===== src/rtl/acc_pkg.sv =====
package acc_pkg;

  typedef enum logic [1:0] {
    SCALE_NONE = 2'b00,
    SCALE_DOWN = 2'b01,
    SCALE_UP   = 2'b10,
    SCALE_RSVD = 2'b11
  } scale_mode_e;

  localparam int CC_W     = 7;
  localparam int CC_CARRY = 0;
  localparam int CC_OVF   = 1;
  localparam int CC_ZERO  = 2;
  localparam int CC_NEG   = 3;
  localparam int CC_UNNRM = 4;
  localparam int CC_EXT   = 5;
  localparam int CC_LIMIT = 6;

  localparam int NUM_ACC  = 2;

endpackage


===== src/rtl/acc_rst_sync.sv =====
module acc_rst_sync #(
  parameter int STAGES = 2
) (
  input  logic clk,
  input  logic rst_n,
  output logic rst_sync_n
);
  logic [STAGES-1:0] sync_q;
  logic [STAGES-1:0] sync_d;

  always_comb begin
    sync_d = {sync_q[STAGES-2:0], 1'b1};
  end

  always_ff @(posedge clk or negedge rst_n) begin
    if (!rst_n) sync_q <= '0;
    else        sync_q <= sync_d;
  end

  assign rst_sync_n = sync_q[STAGES-1];
endmodule


===== src/rtl/acc_shift_adder.sv =====
module acc_shift_adder #(
  parameter int W = 56
) (
  input  logic [W-1:0] src_i,
  input  logic [W-1:0] dst_i,
  output logic [W-1:0] sum_o,
  output logic         carry_o,
  output logic         ovf_o
);
  logic [W-1:0] dbl;
  logic [W:0]   wide;
  logic         ovf_add;
  logic         ovf_shift;

  always_comb begin
    dbl       = {dst_i[W-2:0], 1'b0};
    wide      = {1'b0, src_i} + {1'b0, dbl};
    sum_o     = wide[W-1:0];
    carry_o   = wide[W];
    ovf_shift = dst_i[W-1] ^ dst_i[W-2];
    ovf_add   = (src_i[W-1] ~^ dbl[W-1]) & (wide[W-1] ^ src_i[W-1]);
    ovf_o     = ovf_add | ovf_shift;
  end
endmodule


===== src/rtl/acc_cc_eval.sv =====
module acc_cc_eval
  import acc_pkg::*;
#(
  parameter int W        = 56,
  parameter int NORM_BIT = 47
) (
  input  logic [W-1:0]  res_i,
  input  scale_mode_e   mode_i,
  output logic          neg_o,
  output logic          zero_o,
  output logic          ext_o,
  output logic          unnrm_o
);
  int   pivot;
  logic diff;

  always_comb begin
    case (mode_i)
      SCALE_DOWN: pivot = NORM_BIT + 1;
      SCALE_UP:   pivot = NORM_BIT - 1;
      default:    pivot = NORM_BIT;
    endcase
    diff = 1'b0;
    for (int i = 0; i < W - 1; i++) begin
      if (i >= pivot) diff = diff | (res_i[i] ^ res_i[W-1]);
    end
    ext_o   = diff;
    unnrm_o = ~(res_i[pivot] ^ res_i[pivot-1]);
    neg_o   = res_i[W-1];
    zero_o  = ~|res_i;
  end
endmodule


===== src/rtl/acc_reg_bank.sv =====
module acc_reg_bank #(
  parameter int W = 56
) (
  input  logic         clk,
  input  logic         rst_n,
  input  logic         load_en_i,
  input  logic [W-1:0] load_val_i,
  input  logic         upd_en_i,
  input  logic [W-1:0] upd_val_i,
  output logic [W-1:0] q_o
);
  logic [W-1:0] q;
  logic [W-1:0] d;
  logic         en;

  always_comb begin
    en = load_en_i | upd_en_i;
    d  = load_en_i ? load_val_i : upd_val_i;
  end

  always_ff @(posedge clk or negedge rst_n) begin
    if (!rst_n)  q <= '0;
    else if (en) q <= d;
  end

  assign q_o = q;
endmodule


===== src/rtl/acc_shift_add_unit.sv =====
module acc_shift_add_unit
  import acc_pkg::*;
#(
  parameter  int EXT_W = 8,
  parameter  int MSP_W = 24,
  parameter  int LSP_W = 24,
  localparam int ACC_W = EXT_W + MSP_W + LSP_W
) (
  input  logic             clk,
  input  logic             rst_n,
  input  logic             start_i,
  input  logic             src_sel_i,
  input  logic             dst_sel_i,
  input  logic [1:0]       scale_mode_i,
  input  logic             load_a_i,
  input  logic [ACC_W-1:0] load_a_val_i,
  input  logic             load_b_i,
  input  logic [ACC_W-1:0] load_b_val_i,
  input  logic             ccr_wr_i,
  input  logic [CC_W-1:0]  ccr_wr_val_i,
  output logic [ACC_W-1:0] acc_a_o,
  output logic [ACC_W-1:0] acc_b_o,
  output logic [CC_W-1:0]  ccr_o
);
  localparam int NORM_BIT = MSP_W + LSP_W - 1;

  logic             rst_sync_n;
  logic [ACC_W-1:0] acc_q    [NUM_ACC];
  logic [ACC_W-1:0] load_val [NUM_ACC];
  logic             load_en  [NUM_ACC];
  logic [ACC_W-1:0] src_val;
  logic [ACC_W-1:0] dst_val;
  logic [ACC_W-1:0] sum;
  logic             carry, ovf, neg, zero, ext, unnrm;
  logic [CC_W-1:0]  ccr_q, ccr_d;
  logic             ccr_en;

  acc_rst_sync #(.STAGES(2)) u_rst_sync (
    .clk(clk), .rst_n(rst_n), .rst_sync_n(rst_sync_n)
  );

  always_comb begin
    load_en[0]  = load_a_i;
    load_en[1]  = load_b_i;
    load_val[0] = load_a_val_i;
    load_val[1] = load_b_val_i;
    src_val     = acc_q[src_sel_i];
    dst_val     = acc_q[dst_sel_i];
  end

  acc_shift_adder #(.W(ACC_W)) u_adder (
    .src_i(src_val), .dst_i(dst_val),
    .sum_o(sum), .carry_o(carry), .ovf_o(ovf)
  );

  acc_cc_eval #(.W(ACC_W), .NORM_BIT(NORM_BIT)) u_cc (
    .res_i(sum), .mode_i(scale_mode_e'(scale_mode_i)),
    .neg_o(neg), .zero_o(zero), .ext_o(ext), .unnrm_o(unnrm)
  );

  for (genvar g = 0; g < NUM_ACC; g++) begin : g_acc
    logic upd_en;
    assign upd_en = start_i & (dst_sel_i == 1'(g));
    acc_reg_bank #(.W(ACC_W)) u_bank (
      .clk(clk), .rst_n(rst_sync_n),
      .load_en_i(load_en[g]), .load_val_i(load_val[g]),
      .upd_en_i(upd_en), .upd_val_i(sum),
      .q_o(acc_q[g])
    );
  end

  always_comb begin
    ccr_en = ccr_wr_i | start_i;
    ccr_d  = ccr_q;
    if (ccr_wr_i) begin
      ccr_d = ccr_wr_val_i;
    end else if (start_i) begin
      ccr_d[CC_CARRY] = carry;
      ccr_d[CC_OVF]   = ovf;
      ccr_d[CC_ZERO]  = zero;
      ccr_d[CC_NEG]   = neg;
      ccr_d[CC_UNNRM] = unnrm;
      ccr_d[CC_EXT]   = ext;
      ccr_d[CC_LIMIT] = ccr_q[CC_LIMIT] | ovf;
    end
  end

  always_ff @(posedge clk or negedge rst_sync_n) begin
    if (!rst_sync_n)  ccr_q <= '0;
    else if (ccr_en)  ccr_q <= ccr_d;
  end

  assign acc_a_o = acc_q[0];
  assign acc_b_o = acc_q[1];
  assign ccr_o   = ccr_q;
endmodule


===== config.mk =====
export PLATFORM = sky130hd
export DESIGN_NAME = acc_shift_add_unit
export DESIGN_NICKNAME = d
export VERILOG_FILES = /design/src/rtl/acc_pkg.sv /design/src/rtl/acc_rst_sync.sv /design/src/rtl/acc_shift_adder.sv /design/src/rtl/acc_cc_eval.sv /design/src/rtl/acc_reg_bank.sv /design/src/rtl/acc_shift_add_unit.sv
export SDC_FILE = /design/constraint.sdc
export NUM_CORES = 1
export LEC_CHECK = 0
export BUFFER_PORTS_ARGS = -buffer_cell sky130_fd_sc_hd__buf_2
export CAP_MARGIN = 20
export CELL_PAD_IN_SITES_DETAIL_PLACEMENT = 1
export CELL_PAD_IN_SITES_GLOBAL_PLACEMENT = 1
export CORE_MARGIN = 4
export CORE_UTILIZATION = 40
export CTS_CLUSTER_SIZE = 28
export DETAILED_ROUTE_END_ITERATION = 10
export PLACE_DENSITY_LB_ADDON = 0.12
export SETUP_SLACK_MARGIN = 0.05
export SLEW_MARGIN = 5
export SYNTH_ARGS = -nofsm -noshare
export SYNTH_HDL_FRONTEND = slang
export SYNTH_SLANG_ARGS = --single-unit

===== constraint.sdc =====
create_clock -name clk -period 4.5 [get_ports clk]
set_input_delay 0.45 -clock clk [delete_from_list [all_inputs] [get_ports clk]]
set_output_delay 0.45 -clock clk [all_outputs]
set_load 0.01 [all_outputs]

==> flow_summary.toml <==
[yosys]
netlist_area_um2 = 11400
ys.warnings.count = 0
synth_area_per_cell_um2 = 7.94
synth-seq-cells = 121
syn_nets = 1621
syn_inst = 1431
ys_types = 78
synth_seq_area_share_pct = 26.7
ys_async_sr_fraction_pct = 100
synth_edf_count = 0
synth_ff_type = "dfrtp_1"

[place]
dp_hpwl_mm = 35.8
placement.setup.worst_slack_ns = -0.561
port_buffers = 247
routabilityCongestion = 0.926

[floorplanning]
pin_count = 248
die_w_um = 177
chipHeight_um = 177
dieArea_um2 = 31200
row_count = 61
coreArea_um2 = 27900
start_util_pct = 40.7

[sta]
final_max_slew_viol_count = 0
min_period_over_period_pct = 97.1
timing.final.ws_setup_ns = 0.130
fmax_mhz = 229
max_slew.worst_pin.slew_ns = 0.828
setup_viol = 0
rsz0062_at_grt = "yes"
finalClockSkew_ns = 0.0183
hold_viol = 0
slew_headroom_pct = 44.8
period_minus_slack_ns = 4.37
whs_ns = 0.212

[flow_run]
drv_cap = 0

[global_route]
grt_antenna_before_repair = 0
grt_util_all_layers_pct = 29.1
grt_pass1_wl_mm = 72.9
grt_pass1_vias = 13500
grt_max_degree = 85
grt-ovfl-total = 0

[pwr]
combPwrFrac_pct = 65.1
intPower_mw = 4.41
pwr-share-clk_pct = 16.5
seqPwrFrac_pct = 18.3
leakage_nw = 7.74
vdd_drop_max_mv = 0.247
switching_share_pct = 45.3
p_per_area_nw_per_um2 = 502
p_sw_mw = 3.65

[cells_and_area]
final_cell_mix = "278 x buf_4, 243 x buf_2, 193 x nand2_1"
layout-drive-gt1-share_pct = 39.4
insertedDiodeCount = 0
area_growth_pct = 41.3
num-fill-cells = 3463
final_common_cell = "buf_4"
fin_nets = 2079
fin_util_pct = 57.4

[setup_path]
crit_arrival_ns = 4.75
slowest_stage = "dfrtp_1"
worstSetupPathType = "register to register"
crit_path_max_incr_delay_ns = 0.41
rrSetupSlack_ns = 0.13
crit_path_start_kind = "register"
crit_family = "simple AND/OR/NAND/NOR gates"
crit_buf_inv = 2
crit_fanout = 5
cp-end-kind = "register"
worstPathCellList = "mux2_4, ha_4, inv_2, fa_2, nand2b_4, a211oi_4, o21ai_2, a211oi_2, nor2_2, o41ai_4, xor2_2, inv_2, ha_4, nand2_1, a2111oi_2, and3_1, nand3_2, nor4b_4, and4_1, and4_1, nand4_1, nand2_1"
cp.required_ns = 4.88

[cts]
cts_tree = "done"
clk_latency_ns = 0.45
cts-buffers-inserted = 17
cts_htree_levels = 4
cts-root-buf = "clkbuf_16"
clock_path_buffers = 2
cts_sinks = 121
clkSlewWorstSetupHoldPaths_ns = 0.07

[worst_hold_path]
hold_path_class = "input pin to register"

[detailed_routing]
drcViolationCount = 0
final_antenna_net_count = 0
wirelength_mm = 48.3
vias = 13000
drt-vias-per-instance = 5.70
dr.first_iter.drc_count = 572
wl_per_cell_um = 21.2
drt_pass1_iterations = 5

[run_status]
outcome = "completed"
[per-layer routing]
layer  routed length, µm  track usage, %
met3                2150            4.50
met2               24500            52.0
met4                1240            8.74
met5                   0               0
met1               20400            36.1
[worst reg2reg max path, delay by kind of cell (launching register included)]
kind            cells  cell delay (ns)
simple gates       10             1.49
compound gates      5             1.28
fa+ha+maj           3             0.64
flops               1             0.41
mux                 1             0.19
xor+xnor            1             0.14
buf+inv             2             0.13
[state kept, by name, summed over array words and instances (netlist names)]
| signal | flops |
|---|---|
| u_rst_sync.sync_q | 2 |
| ccr_o | 7 |
| g_acc.u_bank.q_o | 112 |
[per-stage QoR]
step           area, µm²  setup TNS [ns]  power (mW)  cells
2_1_floorplan      11600          -0.164        4.12   1431
3_3_place_gp       14800          -0.934        6.30   2217
3_5_place_dp       14800           -1.32        6.38   2217
4_1_cts            15500               0        7.81   2252
5_1_grt            16000          -0.101        8.60   2280
6_report           16000               0        8.06   2280
[cell usage after synthesis, drive strengths merged, types with 10 or more instances]
library cell / count / area share, %
a211oi: 10 / 0.66
a21o: 26 / 1.7
a21oi: 124 / 5.5
and3: 10 / 0.55
buf: 19 / 0.85
clkbuf: 79 / 2.6
dfrtp: 121 / 27
ha: 60 / 6.6
inv: 25 / 0.83
mux2: 110 / 11
mux2i: 56 / 4.9
nand2: 196 / 6.5
nand3: 26 / 1.2
nand4: 23 / 1.3
nor2: 123 / 4.1
nor3: 26 / 1.1
o211ai: 11 / 0.73
o21a: 16 / 1.1
o21ai: 166 / 7.3
o21bai: 13 / 0.86
or3: 13 / 0.72
xnor2: 28 / 2.2
xor2: 11 / 0.91
[area by class of cell]
| cell class | count | area, µm² | share of cell area (%) |
|---|---|---|---|
| clock buffer | 19 | 453 | 2.82 |
| multi-input combinational | 1187 | 8270 | 51.6 |
| tap | 378 | 473 | 2.95 |
| sequential | 121 | 3030 | 18.9 |
| timing repair buffer | 537 | 3630 | 22.6 |
| inverter | 25 | 93.8 | 0.585 |
| clock inverter | 13 | 95.1 | 0.593 |
[power by group through the flow]
stage	Clock, mW	Sequential, mW	Combinational, mW
5_1_grt	1.40	1.51	5.70
4_1_cts	1.36	1.48	4.97
3_5_place_dp	0	1.49	4.89
6_report	1.33	1.48	5.25
3_3_place_gp	0	1.49	4.81
2_1_floorplan	0	1.52	2.60
[final timing paths]
kind,start,end,cells past startpoint
worst max-delay path,g_acc[1].u_bank.q_o[0]$_DFFE_PN0P_,ccr_o[2]$_DFFE_PN0P_,22
worst min-delay path,load_a_val_i[0],g_acc[0].u_bank.q_o[0]$_DFFE_PN0P_,3
max in group asynchronous,u_rst_sync.sync_q[1]$_DFF_PN0_,g_acc[1].u_bank.q_o[7]$_DFFE_PN0P_,1
min in group asynchronous,rst_n,u_rst_sync.sync_q[1]$_DFF_PN0_,2
worst max register to register,g_acc[1].u_bank.q_o[0]$_DFFE_PN0P_,ccr_o[2]$_DFFE_PN0P_,22
worst min register to register,u_rst_sync.sync_q[0]$_DFF_PN0_,u_rst_sync.sync_q[1]$_DFF_PN0_,0
[timing repair]
item / in CTS / in global routing
setup endpoints to repair: 1 / 3
setup buffers: 1 / 23
endpoints found under the hold margin: 2 / 0
pin swaps: 3 / 21
hold buffers: 1 / 0
cloned: 1 / 3
resized for setup: 11 / 61
[cells by family (layout without fill, tap and decap cells)]
family | count (synthesis) | count (layout) | share of synthesized area [%]
simple gates | 479 | 479 | 19.4
compound gates | 441 | 441 | 24.0
mux | 166 | 166 | 15.8
buf+inv | 123 | 594 | 4.29
flops | 121 | 121 | 26.7
fa+ha+maj | 61 | 61 | 6.79
xor+xnor | 39 | 39 | 3.07
other cells | 1 | 1 | 0.0330
Note: power is estimated with default switching activity, not from simulation.
